File: src/rtl/qam_pkg.sv
package qam_pkg;

  // Integer level for axis position pos among side positions.
  function automatic int axis_level(input int pos, input int side);
    return 2 * pos - (side - 1);
  endfunction

  // Fixed-point code of a level scaled to unit average power.
  function automatic int unit_power_code(input int level, input int side, input int frac);
    real pts;
    real gain;
    real mag;
    int  code;
    pts  = real'(side) * real'(side);
    gain = $sqrt(3.0 / (2.0 * (pts - 1.0)));
    mag  = real'((level < 0) ? -level : level) * gain * (2.0 ** frac);
    code = $rtoi(mag + 0.5);
    return (level < 0) ? -code : code;
  endfunction

endpackage

File: src/rtl/qam_level_rom.sv
module qam_level_rom #(
  parameter int SIDE_BITS = 2,
  parameter int OUT_W     = 20,
  parameter int FRAC      = 18,
  parameter bit NORMALIZE = 1'b1
) (
  input  logic [SIDE_BITS-1:0]    pos,
  output logic signed [OUT_W-1:0] coord
);
  import qam_pkg::*;

  localparam int SIDE = 1 << SIDE_BITS;

  logic signed [OUT_W-1:0] level_tab [SIDE];

  for (genvar k = 0; k < SIDE; k++) begin : g_lvl
    localparam int LVL  = axis_level(k, SIDE);
    localparam int CODE = NORMALIZE ? unit_power_code(LVL, SIDE, FRAC) : LVL;
    assign level_tab[k] = OUT_W'(CODE);
  end

  assign coord = level_tab[pos];

endmodule

File: src/rtl/qam_axis_map.sv
module qam_axis_map #(
  parameter int SIDE_BITS = 2,
  parameter bit GRAY      = 1'b0,
  parameter int OUT_W     = 20,
  parameter int FRAC      = 18,
  parameter bit NORMALIZE = 1'b1
) (
  input  logic [SIDE_BITS-1:0]    label,
  output logic signed [OUT_W-1:0] coord
);
  logic [SIDE_BITS-1:0] pos;

  if (GRAY) begin : g_gray
    assign pos = label ^ (label >> 1);
  end else begin : g_bin
    assign pos = label;
  end

  qam_level_rom #(
    .SIDE_BITS (SIDE_BITS),
    .OUT_W     (OUT_W),
    .FRAC      (FRAC),
    .NORMALIZE (NORMALIZE)
  ) u_rom (
    .pos   (pos),
    .coord (coord)
  );

endmodule

File: src/rtl/qam_out_stage.sv
module qam_out_stage #(
  parameter int OUT_W   = 20,
  parameter bit REG_OUT = 1'b1
) (
  input  logic                    clk,
  input  logic                    rst_n,
  input  logic                    in_valid,
  output logic                    in_ready,
  input  logic signed [OUT_W-1:0] i_d,
  input  logic signed [OUT_W-1:0] q_d,
  output logic                    out_valid,
  input  logic                    out_ready,
  output logic signed [OUT_W-1:0] out_i,
  output logic signed [OUT_W-1:0] out_q
);
  if (REG_OUT) begin : g_reg
    logic                    full;
    logic signed [OUT_W-1:0] i_r;
    logic signed [OUT_W-1:0] q_r;
    logic                    take;

    assign in_ready = !full || out_ready;
    assign take     = in_valid && in_ready;

    always_ff @(posedge clk) begin
      if (!rst_n) begin
        full <= 1'b0;
      end else if (take) begin
        full <= 1'b1;
      end else if (out_ready) begin
        full <= 1'b0;
      end
    end

    always_ff @(posedge clk) begin
      if (take) begin
        i_r <= i_d;
        q_r <= q_d;
      end
    end

    assign out_valid = full;
    assign out_i     = i_r;
    assign out_q     = q_r;
  end else begin : g_pass
    logic unused_clk;
    assign unused_clk = clk ^ rst_n;
    assign out_valid  = in_valid;
    assign in_ready   = out_ready;
    assign out_i      = i_d;
    assign out_q      = q_d;
  end

endmodule

File: src/rtl/qam_mapper.sv
module qam_mapper #(
  parameter int SYM_BITS  = 4,
  parameter bit GRAY      = 1'b0,
  parameter bit NORMALIZE = 1'b1,
  parameter bit REG_OUT   = 1'b1,
  parameter int OUT_W     = 20,
  parameter int OUT_INT   = 2
) (
  input  logic                    clk,
  input  logic                    rst_n,
  input  logic                    in_valid,
  output logic                    in_ready,
  input  logic [SYM_BITS-1:0]     in_sym,
  output logic                    out_valid,
  input  logic                    out_ready,
  output logic signed [OUT_W-1:0] out_i,
  output logic signed [OUT_W-1:0] out_q
);
  localparam int SIDE_BITS = SYM_BITS / 2;
  localparam int FRAC      = OUT_W - OUT_INT;

  logic [SIDE_BITS-1:0]    lab_i;
  logic [SIDE_BITS-1:0]    lab_q;
  logic signed [OUT_W-1:0] map_i;
  logic signed [OUT_W-1:0] map_q;

  assign lab_i = in_sym[SYM_BITS-1 -: SIDE_BITS];
  assign lab_q = in_sym[SIDE_BITS-1:0];

  qam_axis_map #(
    .SIDE_BITS (SIDE_BITS), .GRAY (GRAY), .OUT_W (OUT_W),
    .FRAC (FRAC), .NORMALIZE (NORMALIZE)
  ) u_axis_i (
    .label (lab_i),
    .coord (map_i)
  );

  qam_axis_map #(
    .SIDE_BITS (SIDE_BITS), .GRAY (GRAY), .OUT_W (OUT_W),
    .FRAC (FRAC), .NORMALIZE (NORMALIZE)
  ) u_axis_q (
    .label (lab_q),
    .coord (map_q)
  );

  qam_out_stage #(
    .OUT_W   (OUT_W),
    .REG_OUT (REG_OUT)
  ) u_out (
    .clk       (clk),
    .rst_n     (rst_n),
    .in_valid  (in_valid),
    .in_ready  (in_ready),
    .i_d       (map_i),
    .q_d       (map_q),
    .out_valid (out_valid),
    .out_ready (out_ready),
    .out_i     (out_i),
    .out_q     (out_q)
  );

endmodule

File: config.mk
export PLATFORM = sky130hd
export DESIGN_NAME = qam_mapper
export DESIGN_NICKNAME = d
export VERILOG_FILES = /design/src/rtl/qam_pkg.sv /design/src/rtl/qam_level_rom.sv /design/src/rtl/qam_axis_map.sv /design/src/rtl/qam_out_stage.sv /design/src/rtl/qam_mapper.sv
export SDC_FILE = /design/constraint.sdc
export NUM_CORES = 1
export LEC_CHECK = 0
export BUFFER_PORTS_ARGS = -buffer_cell sky130_fd_sc_hd__buf_2
export CORE_MARGIN = 5
export CORE_UTILIZATION = 41
export CTS_CLUSTER_DIAMETER = 150
export DETAILED_ROUTE_END_ITERATION = 8
export PLACE_DENSITY = 0.86
export SYNTH_ARGS = -nofsm -noshare
export SYNTH_HDL_FRONTEND = slang
export SYNTH_SLANG_ARGS = --single-unit
File: constraint.sdc
create_clock -name clk -period 1.5 [get_ports clk]
set_clock_uncertainty 0.2 [all_clocks]
set_input_delay 0.225 -clock clk [delete_from_list [all_inputs] [get_ports clk]]
set_output_delay 0.225 -clock clk [all_outputs]
set_load 0.02 [all_outputs]
==> flow_metrics.tcl, run 1 <==
set metrics [dict create \
    n_fill_cell 188 \
    hold_buffers 6 \
    grt_remaining_overflow 0 \
    critPathMaxFanout 6 \
    internal_power_uw 666 \
    place_congestion 0.585 \
    cts.repair.resized 0 \
    seq_area_sq_um 440 \
    yosys_warnings 0 \
    startpoint "u_out.out_q[18]" \
    dr_total_vias 485 \
    maxCapViolCount 0 \
    r2r_start "u_out.out_valid" \
    final_layout_size_suffix_gt1_share_pct 60.6 \
    pwr-share-comb_pct 22.3 \
    postPlaceCellArea_sq_um 892 \
    synth_area_leaders "edfxtp_1 (52%), buf_4 (24%), ha_1 (12%)" \
    endpoint_kind "output pin" \
    syn_to_final_growth_pct 21.1 \
    grt_pass1_vias 449 \
    wl_per_cell_microns 10.8 \
    mostFrequentLayoutCell "buf_2" \
    postRouteAntennaNets 0 \
    antenna_found_initial 0 \
    min_path_cells 3 \
    p_seq_share_pct 53.7 \
    cp-start-kind "register" \
    grt_pass1_wl_microns 1820 \
    pin_count 50 \
    reg2reg_depth 2 \
    grt_usage_pct 9.13 \
    finalSetupViolCount 0 \
    instances_no_fill 121 \
    fin_util_pct 50.9 \
    layout_common_cells "buf_2 (49), edfxtp_1 (14), ha_1 (8), inv_1 (7), dlygate4sd3_1 (6)" \
    yosys.area.top_type "edfxtp_1" \
    drtPass1Iterations 4 \
    tns_ns 0 \
    hold_path.class "in -> reg" \
    vdd_ir_drop_max_uv 441 \
    fin_nets 111 \
    cp_slowest_cell "edfxtp_1" \
    finalCriticalPeriod_ns 1.34 \
    crit_chain "buf_2" \
    fp-row-count 16 \
    path_delay_family "flip-flops" \
    core_area_sq_mm 0.00192 \
    synth_seq_cells 15 \
    fmax_mhz 745 \
    cp.arrival_ns 0.92 \
    die_w_microns 54.4 \
    max_stage_delay_ns 0.45 \
    finalWirelength_microns 1310 \
    drc 0 \
    synth.avg_cell_area_sq_um 13.3 \
    synth_area_sq_um 808 \
    yosysSeqAreaShare_pct 54.5 \
    portBuffers 49 \
    antenna_cells 0 \
    multi_input_comb_area_sq_um 146 \
    powerDensity_mw_per_mm2 958 \
    min-delay-start "out_ready" \
    power_switching_uw 272 \
    timing.critical_path.required_ns 1.07 \
    leakage_uw 0.000493 \
    numCtsBuffers 3 \
    hpwl_microns 1090 \
    cts.clk_slew.worst_paths_ns 0.09 \
    syn_nets 77 \
    fin_crit_sh_pct 89.4 \
    cts_tree "yes" \
    start_util_pct 42.1 \
    clk_path_buf_depth 2 \
    worst_pin_slew_ns 0.191 \
    die_area_sq_mm 0.00296 \
    htree_levels 1 \
    crit_buf_inv 1 \
    avgViaCountPerCell 4.01 \
    cp.depth 1 \
    drt_iter0_markers 2 \
    syn-instance-count 61 \
    p_sw_share_pct 29.0 \
    slew_viol_final 0 \
    slew_headroom_pct 87.3 \
    synthDistinctLibCells 9 \
    rsz0062_at_grt "no" \
    worst-setup-path-type "reg -> out" \
    post_cts_buffers 0 \
    grt_max_degree 15 \
    finalHoldViolations 0 \
    dp.cells 111 \
    final_area_sq_um 978 \
    dieHeight_microns 54.4 \
    clkPwrFrac_pct 24.0 \
    cts_root_buf "clkbuf_4" \
    status "complete, no violations" \
    whs_ns 0.0258 \
    synth_top_area_share_pct 52.0 \
    clk_latency_ns 0.28 \
    cts_sinks 15 \
]
kinds of logic (layout without fill, tap and decap cells):
logic type,count (synthesis),count (layout),synth area share (%)
buffers and inverters,33,66,27.4
adder cells (fa/ha/maj),8,8,12.4
flip-flops,15,15,54.5
AND/OR/NAND/NOR,4,4,4.33
AO/OA/AOI/OAI,1,1,1.39
worst paths after layout:
path                          end  slack (ns)
setup / recovery        out_q[18]        0.16
hold / removal    u_out.out_valid        0.03
setup reg to reg   u_out.out_i[1]        0.32
hold reg to reg   u_out.out_valid        0.30
synth_stat cells, drive strengths merged:
master,n
a21boi,1
and2,1
buf,26
dfxtp,1
edfxtp,14
ha,8
inv,7
nand2b,1
or2,2
layer usage:
layer  track usage (%)  routed length (microns)  vias to the layer above
met5                 0                        0                        -
met4              8.71                       27                        0
met3              1.36                      119                        2
met2              17.1                      722                       28
met1              8.05                      442                      221
li1                  -                        -                      234
power groups by stage:
stage,combinational [uW],sequential [uW],clock (uW)
6_report,209,503,225
5_1_grt,226,507,250
4_1_cts,213,504,230
3_5_place_dp,201,514,0
3_3_place_gp,197,512,0
2_1_floorplan,137,548,0
per-stage QoR:
| stage | worst slack, ns | power (uW) |
|---|---|---|
| detailed placement | 0.156 | 715 |
| global route | 0.100 | 984 |
| CTS | 0.138 | 948 |
| floorplan | 0.234 | 685 |
| finish | 0.158 | 938 |
| global placement | 0.186 | 709 |
flip-flops by register name, indices dropped and copies added, names as in the netlist:
signal / cells
u_out.out_valid: 1
u_out.out_i: 7
u_out.out_q: 7
cell type report:
class                           instances  share of cell area (%)
Sequential cell                        15                    45.0
Inverter                                7                    2.69
Timing Repair Buffer                   55                    31.2
Multi-Input combinational cell         13                    15.0
Tap cell                               27                    3.45
Clock buffer                            4                    2.69
Power figures use the tool's default switching activity.
==> inputs of run 2 (changes only) <==
--- a/config.mk
+++ b/config.mk
@@ -6,11 +6,14 @@
 export NUM_CORES = 1
 export LEC_CHECK = 0
 export BUFFER_PORTS_ARGS = -buffer_cell sky130_fd_sc_hd__buf_2
+export CELL_PAD_IN_SITES_DETAIL_PLACEMENT = 0
+export CELL_PAD_IN_SITES_GLOBAL_PLACEMENT = 2
 export CORE_MARGIN = 5
-export CORE_UTILIZATION = 41
+export CORE_UTILIZATION = 24
 export CTS_CLUSTER_DIAMETER = 150
+export CTS_CLUSTER_SIZE = 8
 export DETAILED_ROUTE_END_ITERATION = 8
-export PLACE_DENSITY = 0.86
+export PLACE_DENSITY = 0.85
 export SYNTH_ARGS = -nofsm -noshare
 export SYNTH_HDL_FRONTEND = slang
 export SYNTH_SLANG_ARGS = --single-unit
==> flow_metrics.tcl, run 2 (same netlist as run 1, synthesis figures left out) <==
set metrics [dict create \
    portBuffers 49 \
    cts_sinks 15 \
    place_congestion 0.643 \
    vdd_ir_drop_max_uv 209 \
    wl_per_cell_microns 9.52 \
    crit_chain "buf_2" \
    maxCapViolCount 0 \
    finalSetupViolCount 0 \
    dp.cells 130 \
    cts_tree "yes" \
    layout_common_cells "buf_2 (49), edfxtp_1 (14), ha_1 (8), inv_1 (7), dlygate4sd3_1 (6)" \
    syn_to_final_growth_pct 24.0 \
    mostFrequentLayoutCell "buf_2" \
    antenna_cells 0 \
    hpwl_microns 1080 \
    cp-start-kind "register" \
    cts.clk_slew.worst_paths_ns 0.08 \
    final_layout_size_suffix_gt1_share_pct 60.6 \
    clk_path_buf_depth 2 \
    status "complete, no violations" \
    cp_slowest_cell "edfxtp_1" \
    dr_total_vias 483 \
    dieHeight_microns 68.0 \
    grt_pass1_wl_microns 1870 \
    htree_levels 1 \
    grt_pass1_vias 411 \
    powerDensity_mw_per_mm2 928 \
    finalHoldViolations 0 \
    drc 0 \
    fin_crit_sh_pct 88.8 \
    tns_ns 0 \
    grt_max_degree 15 \
    drt_iter0_markers 13 \
    postRouteAntennaNets 0 \
    clk_latency_ns 0.27 \
    path_delay_family "flip-flops" \
    core_area_sq_mm 0.00331 \
    antenna_found_initial 0 \
    slew_headroom_pct 87.2 \
    worst-setup-path-type "reg -> out" \
    cts_root_buf "clkbuf_4" \
    die_w_microns 68.0 \
    leakage_uw 0.000493 \
    instances_no_fill 140 \
    fin_nets 111 \
    cts.repair.resized 0 \
    hold_path.class "in -> reg" \
    numCtsBuffers 3 \
    max_stage_delay_ns 0.45 \
    slew_viol_final 0 \
    critPathMaxFanout 6 \
    start_util_pct 24.4 \
    fp-row-count 21 \
    final_area_sq_mm 0.00100 \
    endpoint_kind "output pin" \
    rsz0062_at_grt "no" \
    drtPass1Iterations 2 \
    grt_usage_pct 5.83 \
    die_area_sq_mm 0.00463 \
    finalCriticalPeriod_ns 1.33 \
    crit_buf_inv 1 \
    avgViaCountPerCell 3.45 \
    finalWirelength_microns 1330 \
    timing.critical_path.required_ns 1.07 \
    fmax_mhz 751 \
    fin_util_pct 30.3 \
    postPlaceCellArea_sq_um 916 \
    pin_count 50 \
    cp.arrival_ns 0.91 \
    worst_pin_slew_ns 0.192 \
    grt_remaining_overflow 0 \
]
run 2: tightest hold or removal path: stages:
cell and delay (ns):
buf_2 0.07, nand2b_4 0.12, a21boi_2 0.05
run 2: repair_timing:
action                                  in CTS  in global routing
hold buffers                                 6                  0
setup buffers                                0                  0
endpoints found under the hold margin        5                  0
endpoints found under the setup margin       0                  0
run 2: where the power goes:
group | internal, uW | total (uW) | switching (uW) | leakage, uW
combinational | 73.3 | 210 | 137 | 0.000335
clock | 103 | 217 | 115 | 0.0000150
sequential | 489 | 503 | 13.5 | 0.000143
run 2: path summary, 6_finish.rpt:
kind	start	end	slack, ns	depth (start not counted)
max	u_out.out_q[18]	out_q[3]	0.17	1
min	out_ready	u_out.out_valid	0.03	3
max reg2reg	u_out.out_valid	u_out.out_i[0]	0.32	2
min reg2reg	u_out.out_valid	u_out.out_valid	0.30	2
run 2: metrics by stage:
stage | power [uW] | hold slack (ns) | setup slack [ns]
detailed placement | 715 | 0.247 | 0.151
finish | 930 | 0.0345 | 0.168
floorplan | 685 | 0.124 | 0.234
CTS | 947 | 0.0220 | 0.144
global route | 997 | 0.00814 | 0.0825
global placement | 712 | 0.236 | 0.175
run 2: area by class of cell:
| type | count | area, sq um |
|---|---|---|
| Clock buffer | 4 | 26.3 |
| Fill cell | 349 | 2310 |
| Inverter | 7 | 26.3 |
| Multi-Input combinational cell | 13 | 146 |
| Sequential cell | 15 | 440 |
| Tap cell | 46 | 57.6 |
| Timing Repair Buffer | 55 | 305 |
run 2: layer usage:
| layer | vias to the layer above | GRT usage (%) | routed length (microns) |
|---|---|---|---|
| met1 | 221 | 5.44 | 449 |
| met2 | 27 | 9.87 | 684 |
| met5 | - | 0 | 0 |
| met4 | 0 | 4.47 | 16 |
| met3 | 2 | 2.63 | 184 |
| li1 | 233 | - | - |
